## config.mk

```make
export PLATFORM = sky130hd
export DESIGN_NAME = chain_dma_channel
export DESIGN_NICKNAME = d
export VERILOG_FILES = /design/src/rtl/chain_dma_pkg.sv /design/src/rtl/chain_dma_req_gate.sv /design/src/rtl/chain_dma_wait_timer.sv /design/src/rtl/chain_dma_progress.sv /design/src/rtl/chain_dma_channel.sv
export SDC_FILE = /design/constraint.sdc
export NUM_CORES = 1
export LEC_CHECK = 0
export BUFFER_PORTS_ARGS = -buffer_cell sky130_fd_sc_hd__buf_2
export CAP_MARGIN = 20
export CORE_UTILIZATION = 43
export DETAILED_ROUTE_END_ITERATION = 12
export PLACE_DENSITY_LB_ADDON = 0.08
export SYNTH_ARGS = -nofsm -noshare
export SYNTH_HDL_FRONTEND = slang
export SYNTH_HIERARCHICAL = 1
export SYNTH_SLANG_ARGS = --single-unit
```

## constraint.sdc

```tcl
create_clock -name clk -period 3.4 [get_ports clk]
set_input_delay 0.68 -clock clk [delete_from_list [all_inputs] [get_ports clk]]
set_output_delay 0.68 -clock clk [all_outputs]
set_load 0.05 [all_outputs]
```

## src/rtl/chain_dma_pkg.sv

```systemverilog
package chain_dma_pkg;
  localparam logic [31:0] NULL_LINK = 32'hFFFF_F800;

  // descriptor word index; order is the fetch order
  localparam logic [2:0] F_CFG = 3'd0;
  localparam logic [2:0] F_SRC = 3'd1;
  localparam logic [2:0] F_DST = 3'd2;
  localparam logic [2:0] F_CNT = 3'd3;
  localparam logic [2:0] F_PRM = 3'd4;
  localparam logic [2:0] F_LNK = 3'd5;

  typedef enum logic [2:0] {
    ST_IDLE, ST_FETCH_REQ, ST_FETCH_RSP, ST_RD_REQ,
    ST_RD_RSP, ST_WR_REQ, ST_GAP, ST_END
  } dma_state_e;
endpackage

```

## src/rtl/chain_dma_req_gate.sv

```systemverilog
// Holds a raised request until accepted; pause only blocks raising a new one.
module chain_dma_req_gate (
  input  logic clk,
  input  logic rst_n,
  input  logic want,
  input  logic pause,
  input  logic ready,
  output logic valid
);
  logic held;

  assign valid = want && (held || !pause);

  always_ff @(posedge clk) begin
    if (!rst_n) held <= 1'b0;
    else        held <= valid && !ready;
  end
endmodule

```

## src/rtl/chain_dma_wait_timer.sv

```systemverilog
// Counts idle clocks between blocks; frozen when run is low.
module chain_dma_wait_timer #(
  parameter int W = 8
) (
  input  logic         clk,
  input  logic         rst_n,
  input  logic         load,
  input  logic [W-1:0] load_val,
  input  logic         run,
  output logic         last
);
  logic [W-1:0] cnt;

  assign last = (cnt <= W'(1));

  always_ff @(posedge clk) begin
    if (!rst_n)                 cnt <= '0;
    else if (load)              cnt <= load_val;
    else if (run && cnt != '0)  cnt <= cnt - W'(1);
  end
endmodule

```

## src/rtl/chain_dma_progress.sv

```systemverilog
// Tracks words left in the descriptor and raises the half-way pulse once.
module chain_dma_progress #(
  parameter int LEN_W = 32
) (
  input  logic               clk,
  input  logic               rst_n,
  input  logic               load,
  input  logic [LEN_W-1:0]   byte_cnt,
  input  logic               step,
  output logic [LEN_W-2:0]   words_left,
  output logic               last_word,
  output logic               empty,
  output logic               half_pulse
);
  localparam int WL_W = LEN_W - 1;

  logic [WL_W-1:0] total;
  logic [WL_W-1:0] left_m1;
  logic [LEN_W:0]  rounded;
  logic            half_done;

  assign rounded   = {1'b0, byte_cnt} + (LEN_W+1)'(3);
  assign left_m1   = words_left - WL_W'(1);
  assign last_word = (words_left == WL_W'(1));
  assign empty     = (words_left == '0);

  always_ff @(posedge clk) begin
    if (!rst_n) begin
      total      <= '0;
      words_left <= '0;
      half_done  <= 1'b0;
      half_pulse <= 1'b0;
    end else begin
      half_pulse <= 1'b0;
      if (load) begin
        total      <= rounded[LEN_W:2];
        words_left <= rounded[LEN_W:2];
        half_done  <= 1'b0;
      end else if (step) begin
        words_left <= left_m1;
        if (!half_done && ({left_m1, 1'b0} <= {1'b0, total})) begin
          half_done  <= 1'b1;
          half_pulse <= 1'b1;
        end
      end
    end
  end
endmodule

```

## src/rtl/chain_dma_channel.sv

```systemverilog
module chain_dma_channel
  import chain_dma_pkg::*;
#(
  parameter int LEN_W  = 32,
  parameter int WAIT_W = 8,
  parameter int BLK_W  = 8
) (
  input  logic             clk,
  input  logic             rst_n,
  input  logic             cfg_enable,
  input  logic             cfg_pause,
  input  logic [31:0]      cfg_desc_addr,
  output logic             mem_req_valid,
  input  logic             mem_req_ready,
  output logic             mem_req_write,
  output logic [31:0]      mem_req_addr,
  output logic [31:0]      mem_req_wdata,
  input  logic             mem_rsp_valid,
  input  logic [31:0]      mem_rsp_data,
  output logic             stat_busy,
  output logic [31:0]      stat_src_addr,
  output logic [31:0]      stat_dst_addr,
  output logic [LEN_W:0]   stat_bytes_left,
  output logic             evt_half,
  output logic             evt_pkg_end,
  output logic             evt_queue_end
);
  localparam int WL_W   = LEN_W - 1;
  localparam int BLK_LO = WAIT_W;
  localparam int BLK_HI = WAIT_W + BLK_W - 1;

  dma_state_e        state;
  logic              en_q;
  logic [2:0]        idx;
  logic [31:0]       desc_base, cur_src, cur_dst, link_addr, rd_data;
  logic [WAIT_W-1:0] wait_len;
  logic [BLK_W-1:0]  blk_len, blk_cnt, eff_blk;
  logic              req_want, accept;
  logic              prog_load, prog_step, prog_last, prog_empty, half_pulse;
  logic              timer_run, timer_last;
  logic [WL_W-1:0]   words_left;

  assign eff_blk  = (blk_len == '0) ? BLK_W'(1) : blk_len;
  assign req_want = cfg_enable &&
                    (state inside {ST_FETCH_REQ, ST_RD_REQ, ST_WR_REQ});
  assign accept   = mem_req_valid && mem_req_ready;

  chain_dma_req_gate u_gate (
    .clk   (clk),
    .rst_n (rst_n),
    .want  (req_want),
    .pause (cfg_pause),
    .ready (mem_req_ready),
    .valid (mem_req_valid)
  );

  assign mem_req_write = (state == ST_WR_REQ);
  assign mem_req_wdata = rd_data;

  always_comb begin
    case (state)
      ST_FETCH_REQ: mem_req_addr = desc_base + {27'd0, idx, 2'b00};
      ST_RD_REQ:    mem_req_addr = cur_src;
      default:      mem_req_addr = cur_dst;
    endcase
  end

  assign prog_load = cfg_enable && (state == ST_FETCH_RSP) &&
                     mem_rsp_valid && (idx == F_CNT);
  assign prog_step = accept && (state == ST_WR_REQ);

  chain_dma_progress #(.LEN_W(LEN_W)) u_prog (
    .clk        (clk),
    .rst_n      (rst_n),
    .load       (prog_load),
    .byte_cnt   (mem_rsp_data[LEN_W-1:0]),
    .step       (prog_step),
    .words_left (words_left),
    .last_word  (prog_last),
    .empty      (prog_empty),
    .half_pulse (half_pulse)
  );

  assign timer_run = cfg_enable && (state == ST_GAP) && !cfg_pause;

  chain_dma_wait_timer #(.W(WAIT_W)) u_wait (
    .clk      (clk),
    .rst_n    (rst_n),
    .load     (prog_step),
    .load_val (wait_len),
    .run      (timer_run),
    .last     (timer_last)
  );

  always_ff @(posedge clk) begin
    if (!rst_n) begin
      state     <= ST_IDLE;
      en_q      <= 1'b0;
      idx       <= '0;
      desc_base <= '0;
      cur_src   <= '0;
      cur_dst   <= '0;
      link_addr <= NULL_LINK;
      rd_data   <= '0;
      wait_len  <= '0;
      blk_len   <= '0;
      blk_cnt   <= '0;
    end else begin
      en_q <= cfg_enable;
      if (!cfg_enable) begin
        state <= ST_IDLE;
      end else begin
        case (state)
          ST_IDLE: if (!en_q) begin
            desc_base <= cfg_desc_addr;
            idx       <= F_CFG;
            state     <= ST_FETCH_REQ;
          end
          ST_FETCH_REQ: if (accept) state <= ST_FETCH_RSP;
          ST_FETCH_RSP: if (mem_rsp_valid) begin
            case (idx)
              F_SRC: cur_src <= mem_rsp_data;
              F_DST: cur_dst <= mem_rsp_data;
              F_PRM: begin
                wait_len <= mem_rsp_data[WAIT_W-1:0];
                blk_len  <= mem_rsp_data[BLK_HI:BLK_LO];
              end
              F_LNK: link_addr <= mem_rsp_data;
              default: ;
            endcase
            if (idx == F_LNK) begin
              blk_cnt <= eff_blk;
              state   <= prog_empty ? ST_END : ST_RD_REQ;
            end else begin
              idx   <= idx + 3'd1;
              state <= ST_FETCH_REQ;
            end
          end
          ST_RD_REQ: if (accept) state <= ST_RD_RSP;
          ST_RD_RSP: if (mem_rsp_valid) begin
            rd_data <= mem_rsp_data;
            state   <= ST_WR_REQ;
          end
          ST_WR_REQ: if (accept) begin
            cur_src <= cur_src + 32'd4;
            cur_dst <= cur_dst + 32'd4;
            blk_cnt <= blk_cnt - BLK_W'(1);
            if (prog_last) begin
              state <= ST_END;
            end else if (blk_cnt == BLK_W'(1)) begin
              blk_cnt <= eff_blk;
              state   <= (wait_len == '0) ? ST_RD_REQ : ST_GAP;
            end else begin
              state <= ST_RD_REQ;
            end
          end
          ST_GAP: if (!cfg_pause && timer_last) state <= ST_RD_REQ;
          ST_END: begin
            if (link_addr == NULL_LINK) begin
              state <= ST_IDLE;
            end else begin
              desc_base <= link_addr;
              idx       <= F_CFG;
              state     <= ST_FETCH_REQ;
            end
          end
          default: state <= ST_IDLE;
        endcase
      end
    end
  end

  assign stat_busy       = (state != ST_IDLE);
  assign stat_src_addr   = cur_src;
  assign stat_dst_addr   = cur_dst;
  assign stat_bytes_left = {words_left, 2'b00};
  assign evt_half        = half_pulse;
  assign evt_pkg_end     = (state == ST_END);
  assign evt_queue_end   = (state == ST_END) && (link_addr == NULL_LINK);
endmodule

```

==> qor.json, run 1 <==
{
  "grt_first_pass_wirelength_um": 97900,
  "viasPerCell": 6.12,
  "clk-insertion-delay-late_ps": 590,
  "irDropWorstVdd_uv": 409,
  "worstSetupPathDepth": 10,
  "ys.warnings.count": 6,
  "synth_sequential_area_ratio": 0.331,
  "slew_violations": 0,
  "detail-route-antenna-nets": 0,
  "worst_setup_hold_path_clk_slew_ps": 60,
  "dp_hpwl_um": 46700,
  "critPathTopFamily": "adder cells",
  "grt_antenna_before_repair": 3,
  "yosys_register_bits": 264,
  "h-tree-depth": 1,
  "timing.final.crit_share": 1.01,
  "wirelength_um": 65500,
  "drt_first_pass_iters": 8,
  "core_sq_um": 36600,
  "fin_worst_skew_ps": 16.1,
  "highest_layer": "met5",
  "min_path_type": "input port to flop",
  "cts_made_buffers": 29,
  "rsz0062_at_grt": "yes",
  "met3_wirelength_um": 5410,
  "synth_area_sq_um": 16000,
  "achievable-frequency_mhz": 292,
  "routedLengthMet1_um": 27600,
  "routed-wl-met2_um": 29300,
  "first_global_vias": 16200,
  "critical_path.n_buffers_inverters": 3,
  "dieWidth_um": 195,
  "crit_fanout": 6,
  "worstRegToRegCells": 13,
  "number_of_clock_sinks_seen_by_cts": 264,
  "cts_tree": "yes",
  "critPathCaptureType": "output pin",
  "portBuffers": 234,
  "synth_enable_flop_cells": 0,
  "drt_iter0_drc": 1547,
  "cell_area_power_density_nw_per_um2": 360,
  "synth_cell_types": 98,
  "detailed_place.area_sq_um": 18000,
  "crit_arrival_ps": 2750,
  "setup_violations": 5,
  "die-area_sq_um": 37900,
  "failed_checks": "negative setup slack",
  "crit_path_category": "flop to output pin",
  "cp_cell_sequence": "ha_4 > inv_2 > fa_2 > nor2b_4 > o21ai_4 > buf_8 > nor4_4 > mux2i_1 > o211ai_1 > buf_4",
  "netlist_instances": 2078,
  "crit_required_ps": 2720,
  "overflow": 0,
  "p_total_mw": 7.03,
  "async_flop_share": 0,
  "flow.area_growth_from_synthesis_pct": 22.2,
  "max-slew-margin-rel": 0.344,
  "final-hold-violation-count": 0,
  "drive_gt1_frac": 0.229,
  "outcome": "finished with violations",
  "post_drt_wl_per_cell_um": 23.3,
  "cts_root_buf": "clkbuf_16",
  "largest_net_degree_at_the_start_of_global_routing": 92,
  "detail_route.drc_violations": 0,
  "startpoint_type": "flop",
  "setup_ws_ps": -28.7,
  "num_rows": 70,
  "synth-main-ff-cell": "dfxtp_1",
  "timing.hold.worst_path_depth": 3,
  "postSynthAreaPerCell_sq_um": 7.69,
  "pin_count": 237,
  "postLayoutCellArea_sq_um": 19500,
  "final_period_minus_worst_setup_slack_ps": 3430,
  "cpMaxStageDelayCell": "dfxtp_2",
  "die_height_um": 195,
  "globalplace.congestion": 0.928,
  "nets": 2441,
  "tightest_slew_ps": 984,
  "cp_slowest_stage_delay_ps": 360,
  "track_usage": 0.334,
  "initial_core_utilization": 0.436,
  "leakagePower_nw": 7.95,
  "total_number_of_vias": 17200,
  "cts_max_path_buffers": 3,
  "drv.max_cap_violation_count": 0
}
## worst paths after layout
check | from | to | slack [ps]
worst max-delay path | idx[0] | mem_req_addr[16] | -30
worst min-delay path | cfg_desc_addr[31] | desc_base[31] | 340
worst max register to register | u_prog/words_left[16] | u_prog/half_done | -30
worst min register to register | mem_req_wdata[0] | mem_req_wdata[0] | 450
## synthesized netlist by cell type (all sizes together), types with 17 or more instances
library cell,count,area [sq um]
nand2,336,1260
dfxtp,264,5290
a21oi,182,911
nor2,131,492
clkbuf,107,445
o21ai,104,521
nand3,100,500
inv,75,282
nand4,53,347
nor4,52,408
xnor2,52,455
nor3,50,278
ha,47,588
xor2,45,394
and3,44,275
buf,36,218
a31oi,34,213
a21boi,28,210
a222oi,23,230
o211ai,20,150
and2,19,119
o22ai,19,119
o21a,18,135
mux2,17,195
mux2i,17,170
## report_power, final
group / leakage, nW / switching [mW] / internal, mW
Clock: 0.470 / 1.39 / 1.86
Sequential: 2.14 / 0.0445 / 3.12
Combinational: 5.34 / 0.415 / 0.192
## worst register-to-register path, delay by kind of cell (launching register included)
family | cells | cell delay, ps
buf+inv | 1 | 160
simple gates | 8 | 2120
xor+xnor | 1 | 90
compound gates | 2 | 280
flops | 1 | 340
fa+ha+maj | 1 | 330
## cell usage in the layout, fill, tap and decap left out, types with 11 or more instances in the layout
master,synthesis,routed
and2_1,18,16
inv_1,74,72
nor4_1,43,31
xor2_1,45,44
nor4_2,6,12
nor2_1,131,129
mux2i_1,17,17
a222oi_1,23,23
and3_1,44,44
mux2_2,13,13
dfxtp_2,0,15
nand2_1,335,334
buf_4,7,127
o22ai_1,19,18
nand4_1,52,52
ha_1,47,46
o21a_1,18,18
a211oi_1,15,14
buf_2,21,213
dfxtp_1,264,247
nor3_1,47,39
nand3_1,100,98
a31oi_1,34,33
o21ai_0,102,95
a21oi_1,182,181
o31a_1,11,11
xnor2_1,52,49
a21boi_0,27,27
clkbuf_16,0,29
o211ai_1,20,20
o211a_1,11,11
## through the flow
stage | setup TNS, ps | setup slack (ps) | util | hold slack (ps) | instances
2_1_floorplan | -32.4 | -32.4 | - | 436 | 2079
3_3_place_gp | 0 | 35.5 | 0.493 | 439 | 2751
3_5_place_dp | 0 | 1.39 | 0.493 | 444 | 2751
4_1_cts | -126 | -26.2 | 0.523 | 324 | 2804
5_1_grt | -859 | -156 | 0.533 | 339 | 2813
6_report | -84.1 | -28.7 | 0.533 | 340 | 2814
## layout make-up
type / instances / area (sq um)
Fill cell: 3597 / 17100
Antenna cell: 1 / 2.50
Clock inverter: 8 / 109
Timing Repair Buffer: 356 / 2220
Sequential cell: 264 / 5310
Tap cell: 468 / 586
Clock buffer: 45 / 846
Inverter: 75 / 284
Multi-Input combinational cell: 1597 / 10200
## timing repair
item | 4_1_cts | 5_1_grt
gates cloned | 1 | 1
pin swaps | 9 | 29
buffers inserted | 0 | 6
gates resized for setup | 51 | 58
setup endpoints to repair | 23 | 30
hold buffers | 0 | 0
## state kept, by name (all words and copies together) (netlist names)
register           count
mem_req_wdata         32
u_wait/cnt             8
u_prog/half_pulse      1
stat_src_addr         32
desc_base             32
wait_len               8
en_q                   1
blk_len                8
u_prog/half_done       1
u_prog/total          31
stat_dst_addr         32
state                  3
link_addr             32
u_prog/words_left     31
idx                    3
blk_cnt                8
u_gate/held            1
## layer usage
metal / up-vias / GRT usage
met2: 768 / 0.519
met4: 4 / 0.168
met1: 8258 / 0.445
met5: - / 0
li1: 8033 / -
met3: 167 / 0.0543
## cell families after synthesis
| logic type | synth area share |
|---|---|
| simple gates | 0.275 |
| compound gates | 0.221 |
| flops | 0.331 |
| buf+inv | 0.0591 |
| xor+xnor | 0.0532 |
| fa+ha+maj | 0.0381 |
| mux | 0.0229 |
| other cells | 0.000235 |
(Power assumes the default switching activity.)
==> run 2, diff against run 1 <==
--- a/config.mk
+++ b/config.mk
@@ -6,10 +6,11 @@
 export NUM_CORES = 1
 export LEC_CHECK = 0
 export BUFFER_PORTS_ARGS = -buffer_cell sky130_fd_sc_hd__buf_2
-export CAP_MARGIN = 20
 export CORE_UTILIZATION = 43
 export DETAILED_ROUTE_END_ITERATION = 12
+export HOLD_SLACK_MARGIN = 0.15
 export PLACE_DENSITY_LB_ADDON = 0.08
+export REMOVE_ABC_BUFFERS = 1
 export SYNTH_ARGS = -nofsm -noshare
 export SYNTH_HDL_FRONTEND = slang
 export SYNTH_HIERARCHICAL = 1
==> run 2 against run 1 <==
The run still ends with negative setup slack left. Critical path depth grew 3. Total power is 2.4% higher. Routed wire length down 8.1%. Register-to-register slack about the same. Utilization is 0.17 points higher. Global-route usage is 2.9 points lower. Hold slack better by 18 ps. Sequential power barely moved. Maximum frequency increased by 0.41%. Largest power group unchanged.
==> qor.json, run 2 (synthesized netlist as in run 1, its figures left out) <==
{
  "outcome": {"value": "finished with violations", "change": "unchanged"},
  "failed_checks": {"value": "negative setup slack", "change": "unchanged"},
  "pin_count": {"value": 237, "change": "unchanged"},
  "number_of_clock_sinks_seen_by_cts": {"value": 264, "change": "unchanged"},
  "max-slew-margin-rel": {"value": 0.243, "change": "was 0.344"},
  "setup_ws_pre_cts": {"value": -198, "unit": "ps", "change": "was 1.39 ps"},
  "final_period_minus_worst_setup_slack": {"value": 3410, "unit": "ps", "change": "was 3430 ps"},
  "post_drt_wl_per_cell": {"value": 21.3, "unit": "um", "change": "was 23.3 um"},
  "cp_slowest_stage_delay": {"value": 560, "unit": "ps", "change": "was 360 ps"},
  "fin_worst_skew": {"value": 33.6, "unit": "ps", "change": "was 16.1 ps"},
  "largest_net_degree_at_the_start_of_global_routing": {"value": 70, "change": "was 92"},
  "wirelength": {"value": 60200, "unit": "um", "change": "was 65500 um"},
  "setup_ws": {"value": -14.8, "unit": "ps", "change": "was -28.7 ps"},
  "cts_tree": {"value": "yes", "change": "unchanged"},
  "startpoint_type": {"value": "flop", "change": "unchanged"},
  "worst_hold_path.endpoint": {"value": "u_gate/held", "change": "was desc_base[31]"},
  "viasPerCell": {"value": 6.00, "change": "was 6.12"},
  "h-tree-depth": {"value": 1, "change": "unchanged"},
  "cts_max_path_buffers": {"value": 3, "change": "unchanged"},
  "grt_antenna_before_repair": {"value": 1, "change": "was 3"},
  "reg2reg_from": {"value": "u_prog/words_left[16]", "change": "unchanged"},
  "die_height": {"value": 195, "unit": "um", "change": "unchanged"},
  "setup_violations": {"value": 1, "change": "was 5"},
  "switchingPower": {"value": 1.78, "unit": "mW", "change": "was 1.85 mW"},
  "total_number_of_vias": {"value": 16900, "change": "was 17200"},
  "track_usage": {"value": 0.305, "change": "was 0.334"},
  "grt_first_pass_wirelength": {"value": 91200, "unit": "um", "change": "was 97900 um"},
  "reg2reg_to": {"value": "u_prog/half_done", "change": "unchanged"},
  "drv.max_cap_violation_count": {"value": 0, "change": "unchanged"},
  "drt_iter0_drc": {"value": 1525, "change": "was 1547"},
  "p_total": {"value": 7.20, "unit": "mW", "change": "was 7.03 mW"},
  "timing.final.crit_share": {"value": 1.00, "change": "was 1.01"},
  "dieWidth": {"value": 195, "unit": "um", "change": "unchanged"},
  "globalplace.congestion": {"value": 0.932, "change": "was 0.928"},
  "final-hold-violation-count": {"value": 0, "change": "unchanged"},
  "p_int": {"value": 5.41, "unit": "mW", "change": "was 5.17 mW"},
  "crit_path_category": {"value": "flop to flop", "change": "was flop to output pin"},
  "portBuffers": {"value": 234, "change": "unchanged"},
  "cpMaxStageDelayCell": {"value": "or4_4", "change": "was dfxtp_2"},
  "timing.hold.worst_path_depth": {"value": 2, "change": "was 3"},
  "cts_made_buffers": {"value": 31, "change": "was 29"},
  "achievable-frequency": {"value": 293, "unit": "MHz", "change": "was 292 MHz"},
  "tightest_slew": {"value": 1140, "unit": "ps", "change": "was 984 ps"},
  "num_rows": {"value": 70, "change": "unchanged"},
  "die-area": {"value": 37900, "unit": "sq um", "change": "unchanged"},
  "commonest_non_fill_non_tap_cells_in_the_layout": {"value": "nand2_1, dfxtp_1, buf_2, a21oi_1, buf_4", "change": "was nand2_1, dfxtp_1, buf_2, a21oi_1, nor2_1"},
  "crit_fanout": {"value": 2, "change": "was 6"},
  "layout_commonest_cell": {"value": "nand2_1", "change": "unchanged"},
  "crit_arrival": {"value": 3950, "unit": "ps", "change": "was 2750 ps"},
  "worst_setup_hold_path_clk_slew": {"value": 60, "unit": "ps", "change": "about the same"},
  "cp_cell_sequence": {"value": "or4_4 > nor3_4 > nor3b_4 > nand4_1 > nor3_2 > xor2_1 > ha_1 > nand3_2 > or4_4 > nor3_4 > a211oi_2 > a2111oi_2 > a31o_1", "change": "was ha_4 > inv_2 > fa_2 > nor2b_4 > o21ai_4 > buf_8 > nor4_4 > mux2i_1 > o211ai_1 > buf_4"},
  "critPathCaptureType": {"value": "flop", "change": "was output pin"},
  "first_global_vias": {"value": 15700, "change": "was 16200"},
  "overflow": {"value": 0, "change": "unchanged"},
  "flow.area_growth_from_synthesis": {"value": 22.6, "unit": "%", "change": "was 22.2%"},
  "comb_power_share": {"value": 0.074, "change": "was 0.086"},
  "cts_root_buf": {"value": "clkbuf_16", "change": "unchanged"},
  "cell_area_power_density": {"value": 367, "unit": "nW/um^2", "change": "was 360 nW/um^2"},
  "nets": {"value": 2453, "change": "was 2441"},
  "ff2ff_setup_slack": {"value": -10, "unit": "ps", "change": "was -30 ps"},
  "detail-route-antenna-nets": {"value": 0, "change": "unchanged"},
  "min_path_type": {"value": "input port to flop", "change": "unchanged"},
  "pwr-share-seq": {"value": 0.439, "change": "was 0.450"},
  "pwr-share-clk": {"value": 0.486, "change": "was 0.463"},
  "power_switching_share": {"value": 0.248, "change": "was 0.264"},
  "ctsHoldBuffers": {"value": 0, "change": "unchanged"},
  "antennaDiodeCount": {"value": 0, "change": "was 1"},
  "rsz0062_at_grt": {"value": "yes", "change": "unchanged"},
  "drt_first_pass_iters": {"value": 6, "change": "was 8"},
  "irDropWorstVdd": {"value": 407, "unit": "uV", "change": "was 409 uV"},
  "detail_route.drc_violations": {"value": 0, "change": "unchanged"},
  "clk-insertion-delay-late": {"value": 590, "unit": "ps", "change": "about the same"},
  "leakagePower": {"value": 8.04, "unit": "nW", "change": "was 7.95 nW"},
  "core": {"value": 36600, "unit": "sq um", "change": "unchanged"},
  "slew_violations": {"value": 0, "change": "unchanged"},
  "crit_required": {"value": 3930, "unit": "ps", "change": "was 2720 ps"},
  "totalNegativeSetupSlack": {"value": -14.8, "unit": "ps", "change": "was -84.1 ps"},
  "initial_core_utilization": {"value": 0.436, "change": "unchanged"},
  "worstRegToRegCells": {"value": 13, "change": "unchanged"},
  "dp_hpwl": {"value": 43700, "unit": "um", "change": "was 46700 um"},
  "hold_path_startpoint": {"value": "mem_req_ready", "change": "was cfg_desc_addr[31]"},
  "drive_gt1_frac": {"value": 0.223, "change": "was 0.229"},
  "fill_cells": {"value": 3590, "change": "was 3597"}
}
[run 2: layer usage]
| layer | GRT usage | share of wire | vias to the layer above |
|---|---|---|---|
| met5 | 0 | 0 | - |
| met4 | 0.103 | 0.030 | 0 |
| met3 | 0.0318 | 0.071 | 105 |
| met2 | 0.495 | 0.45 | 745 |
| met1 | 0.420 | 0.44 | 8031 |
| li1 | - | - | 8062 |
[run 2: worst max-delay path by stage]
stage                           from  slack [ps]                 to  cells past startpoint
6_report       u_prog/words_left[16]         -10   u_prog/half_done                     13
5_1_grt        u_prog/words_left[16]        -150   u_prog/half_done                     13
4_1_cts                       idx[1]         0.3   mem_req_addr[29]                      9
3_5_place_dp   u_prog/words_left[16]        -200   u_prog/half_done                     13
3_3_place_gp   u_prog/words_left[16]        -170   u_prog/half_done                     13
2_1_floorplan               state[1]       -2750  stat_dst_addr[21]                      6
[run 2: through the flow]
step / instances / hold slack [ps] / utilization / cell area [sq um]
finish: 2826 / 357 / 0.535 / 19600
global route: 2826 / 345 / 0.535 / 19600
CTS: 2822 / 332 / 0.529 / 19300
detailed placement: 2763 / 446 / 0.494 / 18100
global placement: 2763 / 440 / 0.494 / 18100
floorplan: 1936 / 436 / - / 15300
[run 2: area by class of cell]
type	instances	area (sq um)	area share
multi-input cells	1597	10100	0.514
flip-flops and latches	264	5290	0.270
repair buffers	366	2300	0.118
clock buffers	45	898	0.0459
well taps	468	586	0.0299
inverters	75	284	0.0145
clock inverters	11	155	0.00792
[run 2: power by group through the flow]
stage	clock network [mW]	logic, mW	registers [mW]
global route	3.69	0.566	3.16
CTS	3.55	0.521	3.16
finish	3.50	0.534	3.16
floorplan	0	0.267	3.22
detailed placement	0	0.514	3.23
global placement	0	0.512	3.23
[run 2: timing repair]
| action | in CTS | in global routing |
|---|---|---|
| setup buffers | 2 | 4 |
| pin swaps | 8 | 11 |
| gates cloned | 1 | 0 |
| endpoints found under the setup margin | 18 | 24 |
| gates resized for setup | 42 | 53 |
[run 2: critical path: cells and delay by family (launching register included)]
| kind | cells | cell delay, ps |
|---|---|---|
| XOR/XNOR | 1 | 90 |
| AO/OA/AOI/OAI | 3 | 600 |
| adder cells (fa/ha/maj) | 1 | 330 |
| AND/OR/NAND/NOR | 8 | 2050 |
| flip-flops | 1 | 310 |
==> run 3, diff against run 2 <==
--- a/config.mk
+++ b/config.mk
@@ -6,12 +6,11 @@
 export NUM_CORES = 1
 export LEC_CHECK = 0
 export BUFFER_PORTS_ARGS = -buffer_cell sky130_fd_sc_hd__buf_2
-export CORE_UTILIZATION = 43
+export CORE_UTILIZATION = 40
 export DETAILED_ROUTE_END_ITERATION = 12
 export HOLD_SLACK_MARGIN = 0.15
 export PLACE_DENSITY_LB_ADDON = 0.08
 export REMOVE_ABC_BUFFERS = 1
 export SYNTH_ARGS = -nofsm -noshare
 export SYNTH_HDL_FRONTEND = slang
-export SYNTH_HIERARCHICAL = 1
 export SYNTH_SLANG_ARGS = --single-unit
==> run 3 against run 2 <==
The run still ends with negative setup slack left. Clock skew is 11 ps lower. Combinational power is 8.4% higher. Flip-flop and latch count stayed put. Largest power group unchanged.
==> qor.json, run 3 <==
{
  "hold_path_startpoint": {"value": "mem_req_ready", "change": "unchanged"},
  "yosys.area_share.simple": {"value": 0.253, "change": "was 0.275"},
  "rsz0062_at_grt": {"value": "yes", "change": "unchanged"},
  "layout.area.seq": {"value": 5300, "unit": "sq um", "change": "was 5290 sq um"},
  "wirelength": {"value": 57100, "unit": "um", "change": "was 60200 um"},
  "async_flop_share": {"value": 0, "change": "unchanged"},
  "setup_ws_pre_cts": {"value": -131, "unit": "ps", "change": "was -198 ps"},
  "viasPerCell": {"value": 5.65, "change": "was 6.00"},
  "commonest_non_fill_non_tap_cells_in_the_layout": {"value": "nand2_1, dfxtp_1, buf_2, a21oi_1, nor2_1", "change": "was nand2_1, dfxtp_1, buf_2, a21oi_1, buf_4"},
  "portBuffers": {"value": 234, "change": "unchanged"},
  "worst_setup_hold_path_clk_slew": {"value": 60, "unit": "ps", "change": "about the same"},
  "critPathCaptureType": {"value": "output pin", "change": "was flop"},
  "final_period_minus_worst_setup_slack": {"value": 3440, "unit": "ps", "change": "was 3410 ps"},
  "grt_antenna_before_repair": {"value": 0, "change": "was 1"},
  "drive_gt1_frac": {"value": 0.220, "change": "was 0.223"},
  "fill_cells": {"value": 3802, "change": "was 3590"},
  "min_path_type": {"value": "input port to flop", "change": "unchanged"},
  "synth_top_cell_by_area": {"value": "dfxtp_1", "change": "unchanged"},
  "outcome": {"value": "finished with violations", "change": "unchanged"},
  "irDropWorstVdd": {"value": 385, "unit": "uV", "change": "was 407 uV"},
  "max-slew-margin-rel": {"value": 0.286, "change": "was 0.243"},
  "ctsHoldBuffers": {"value": 0, "change": "unchanged"},
  "startpoint_type": {"value": "flop", "change": "unchanged"},
  "reg2reg_from": {"value": "u_prog.words_left[1]", "change": "was u_prog/words_left[16]"},
  "dieWidth": {"value": 197, "unit": "um", "change": "was 195 um"},
  "synth_cell_types": {"value": 76, "change": "was 98"},
  "detailed_place.area": {"value": 17400, "unit": "sq um", "change": "was 18100 sq um"},
  "multi_input_logic_area": {"value": 9570, "unit": "sq um", "change": "was 10100 sq um"},
  "detail-route-antenna-nets": {"value": 0, "change": "unchanged"},
  "flow.area_growth_from_synthesis": {"value": 23.6, "unit": "%", "change": "was 22.6%"},
  "track_usage": {"value": 0.285, "change": "was 0.305"},
  "nets": {"value": 2372, "change": "was 2453"},
  "synth_enable_flop_cells": {"value": 0, "change": "unchanged"},
  "ys.warnings.count": {"value": 0, "change": "was 6"},
  "drt_first_pass_iters": {"value": 5, "change": "was 6"},
  "cts_made_buffers": {"value": 31, "change": "unchanged"},
  "total_number_of_vias": {"value": 15800, "change": "was 16900"},
  "crit_required": {"value": 2720, "unit": "ps", "change": "was 3930 ps"},
  "dp_hpwl": {"value": 42600, "unit": "um", "change": "was 43700 um"},
  "achievable-frequency": {"value": 291, "unit": "MHz", "change": "was 293 MHz"},
  "crit_path_category": {"value": "flop to output pin", "change": "was flop to flop"},
  "synth.top_cells.by_count": {"value": "nand2_1, dfxtp_1, a21oi_1", "change": "unchanged"},
  "setup_violations": {"value": 3, "change": "was 1"},
  "layout_commonest_cell": {"value": "nand2_1", "change": "unchanged"},
  "cell_area_power_density": {"value": 369, "unit": "nW/um^2", "change": "was 367 nW/um^2"},
  "synth.area.top_cells": {"value": "dfxtp_1, nand2_1, a21oi_1", "change": "unchanged"},
  "setup_ws": {"value": -38.1, "unit": "ps", "change": "was -14.8 ps"},
  "final-hold-violation-count": {"value": 0, "change": "unchanged"},
  "synth-main-ff-cell": {"value": "dfxtp_1", "change": "unchanged"},
  "postSynthAreaPerCell": {"value": 7.56, "unit": "sq um", "change": "was 7.69 sq um"},
  "num_rows": {"value": 71, "change": "was 70"},
  "synth_sequential_area_ratio": {"value": 0.346, "change": "was 0.331"},
  "die-area": {"value": 39000, "unit": "sq um", "change": "was 37900 sq um"},
  "h-tree-depth": {"value": 1, "change": "unchanged"},
  "tightest_slew": {"value": 1060, "unit": "ps", "change": "was 1140 ps"},
  "cts_tree": {"value": "yes", "change": "unchanged"},
  "grt_first_pass_wirelength": {"value": 86600, "unit": "um", "change": "was 91200 um"},
  "pin_count": {"value": 237, "change": "unchanged"},
  "cts_root_buf": {"value": "clkbuf_16", "change": "unchanged"},
  "worst_hold_path.endpoint": {"value": "u_gate.held", "change": "was u_gate/held"},
  "core": {"value": 37700, "unit": "sq um", "change": "was 36600 sq um"},
  "postLayoutCellArea": {"value": 18900, "unit": "sq um", "change": "was 19600 sq um"},
  "yosys.area_share.adder": {"value": 0.0398, "change": "was 0.0381"},
  "initial_core_utilization": {"value": 0.406, "change": "was 0.436"},
  "post_synth_mux_area_share": {"value": 0.0354, "change": "was 0.0229"},
  "leakagePower": {"value": 7.87, "unit": "nW", "change": "was 8.04 nW"},
  "cts_max_path_buffers": {"value": 3, "change": "unchanged"},
  "crit_arrival": {"value": 2760, "unit": "ps", "change": "was 3950 ps"},
  "reg2reg_to": {"value": "u_prog.half_pulse", "change": "was u_prog/half_done"},
  "synth_area": {"value": 15300, "unit": "sq um", "change": "was 16000 sq um"},
  "drv.max_cap_violation_count": {"value": 0, "change": "unchanged"},
  "slew_violations": {"value": 0, "change": "unchanged"},
  "netlist_instances": {"value": 2021, "change": "was 2078"},
  "post-synth-top-count-cell": {"value": "nand2_1", "change": "unchanged"},
  "synth_compound_gate_area_share": {"value": 0.209, "change": "was 0.221"},
  "timing.final.crit_share": {"value": 1.01, "change": "was 1.00"},
  "overflow": {"value": 0, "change": "unchanged"},
  "fin_worst_skew": {"value": 22.9, "unit": "ps", "change": "was 33.6 ps"},
  "yosys_register_bits": {"value": 264, "change": "unchanged"},
  "failed_checks": {"value": "negative setup slack", "change": "unchanged"},
  "largest_net_degree_at_the_start_of_global_routing": {"value": 71, "change": "was 70"},
  "main_combinational_cell_family_by_area_after_synthesis": {"value": "simple AND/OR/NAND/NOR gates", "change": "unchanged"},
  "globalplace.congestion": {"value": 0.926, "change": "was 0.932"},
  "ff2ff_setup_slack": {"value": 50, "unit": "ps", "change": "was -10 ps"},
  "clk-insertion-delay-late": {"value": 580, "unit": "ps", "change": "was 590 ps"},
  "post_drt_wl_per_cell": {"value": 20.5, "unit": "um", "change": "was 21.3 um"},
  "totalNegativeSetupSlack": {"value": -63.9, "unit": "ps", "change": "was -14.8 ps"},
  "synth_xor_area_frac": {"value": 0.0630, "change": "was 0.0532"},
  "worstRegToRegCells": {"value": 14, "change": "was 13"},
  "antennaDiodeCount": {"value": 0, "change": "unchanged"},
  "netlist.area_leader.share": {"value": 0.346, "change": "was 0.331"},
  "drt_iter0_drc": {"value": 1366, "change": "was 1525"},
  "post-route-util": {"value": 0.502, "change": "was 0.535"},
  "crit_fanout": {"value": 5, "change": "was 2"},
  "die_height": {"value": 197, "unit": "um", "change": "was 195 um"},
  "first_global_vias": {"value": 14800, "change": "was 15700"},
  "timing.hold.worst_path_depth": {"value": 2, "change": "unchanged"},
  "detail_route.drc_violations": {"value": 0, "change": "unchanged"},
  "number_of_clock_sinks_seen_by_cts": {"value": 264, "change": "unchanged"}
}
==> run 3: changes by cell type after synthesis, moves of 14 or more <==
cell,previous run,this run
a21boi_0,27,3
nand2_1,335,315
and3_1,44,25
nor2_1,131,145
a222oi_1,23,0
a31oi_1,34,19
a21oi_1,182,209
clkbuf_1,102,128
mux2i_1,17,53
a211oi_1,15,42
==> run 3: per-stage QoR <==
stage	instances	hold slack, ps	power [mW]
after floorplan	1872	432	3.52
after global placement	2722	441	3.79
after detailed placement	2722	446	3.79
after CTS	2785	292	7.00
after global routing	2788	306	7.21
final	2788	318	6.98
==> run 3: layer usage <==
layer,wire length (um),vias up,global-route usage
li1,-,7713,-
met1,26200,7483,0.397
met2,26000,491,0.452
met3,3460,75,0.0400
met4,1540,0,0.0916
met5,0,-,0
==> run 3: logic make-up after synthesis <==
logic type | Yosys count
other | 1
multiplexers | 54
AO/OA/AOI/OAI | 521
AND/OR/NAND/NOR | 810
XOR/XNOR | 110
flip-flops | 264
adder cells (fa/ha/maj) | 48
buffers and inverters | 213
==> run 3: cell type report <==
type / count / share of cell area
Inverter: 63 / 0.0126
Tap cell: 511 / 0.0338
Sequential cell: 264 / 0.281
Clock inverter: 11 / 0.00364
Timing Repair Buffer: 349 / 0.115
Clock buffer: 45 / 0.0475
Multi-Input combinational cell: 1545 / 0.506
==> run 3: how the worst max path moves through the flow <==
stage                                  end  slack (ps)                  from
after global routing      mem_req_addr[24]        -100                idx[0]
final                     mem_req_addr[22]         -40                idx[0]
after detailed placement  u_prog.half_done        -130  u_prog.words_left[0]
after CTS                 mem_req_addr[18]         -60                idx[0]
after global placement    u_prog.half_done        -110  u_prog.words_left[0]
after floorplan               desc_base[0]       -3390              state[1]
==> run 3: power by group <==
part           internal [mW]  leakage [nW]  switching (mW)
Combinational          0.190          5.25           0.389
Sequential              3.13          2.14          0.0483
Clock                   1.82         0.481            1.40
Total                   5.14          7.87            1.84
==> run 3: timing repair <==
item	CTS	global route
gates resized for setup	69	67
pin swaps	18	38
gates cloned	0	0
buffers inserted	9	4
endpoints found under the setup margin	27	28
==> run 3: critical path, stage by stage (launching register included) <==
cell and delay, ps:
dfxtp_2 340, ha_4 160, fa_2 370, a21oi_2 150, buf_6 140, nand2b_4 160, nor4_2 60, xor2_1 300
mux2i_1 150, o21ai_1 180, buf_6 180
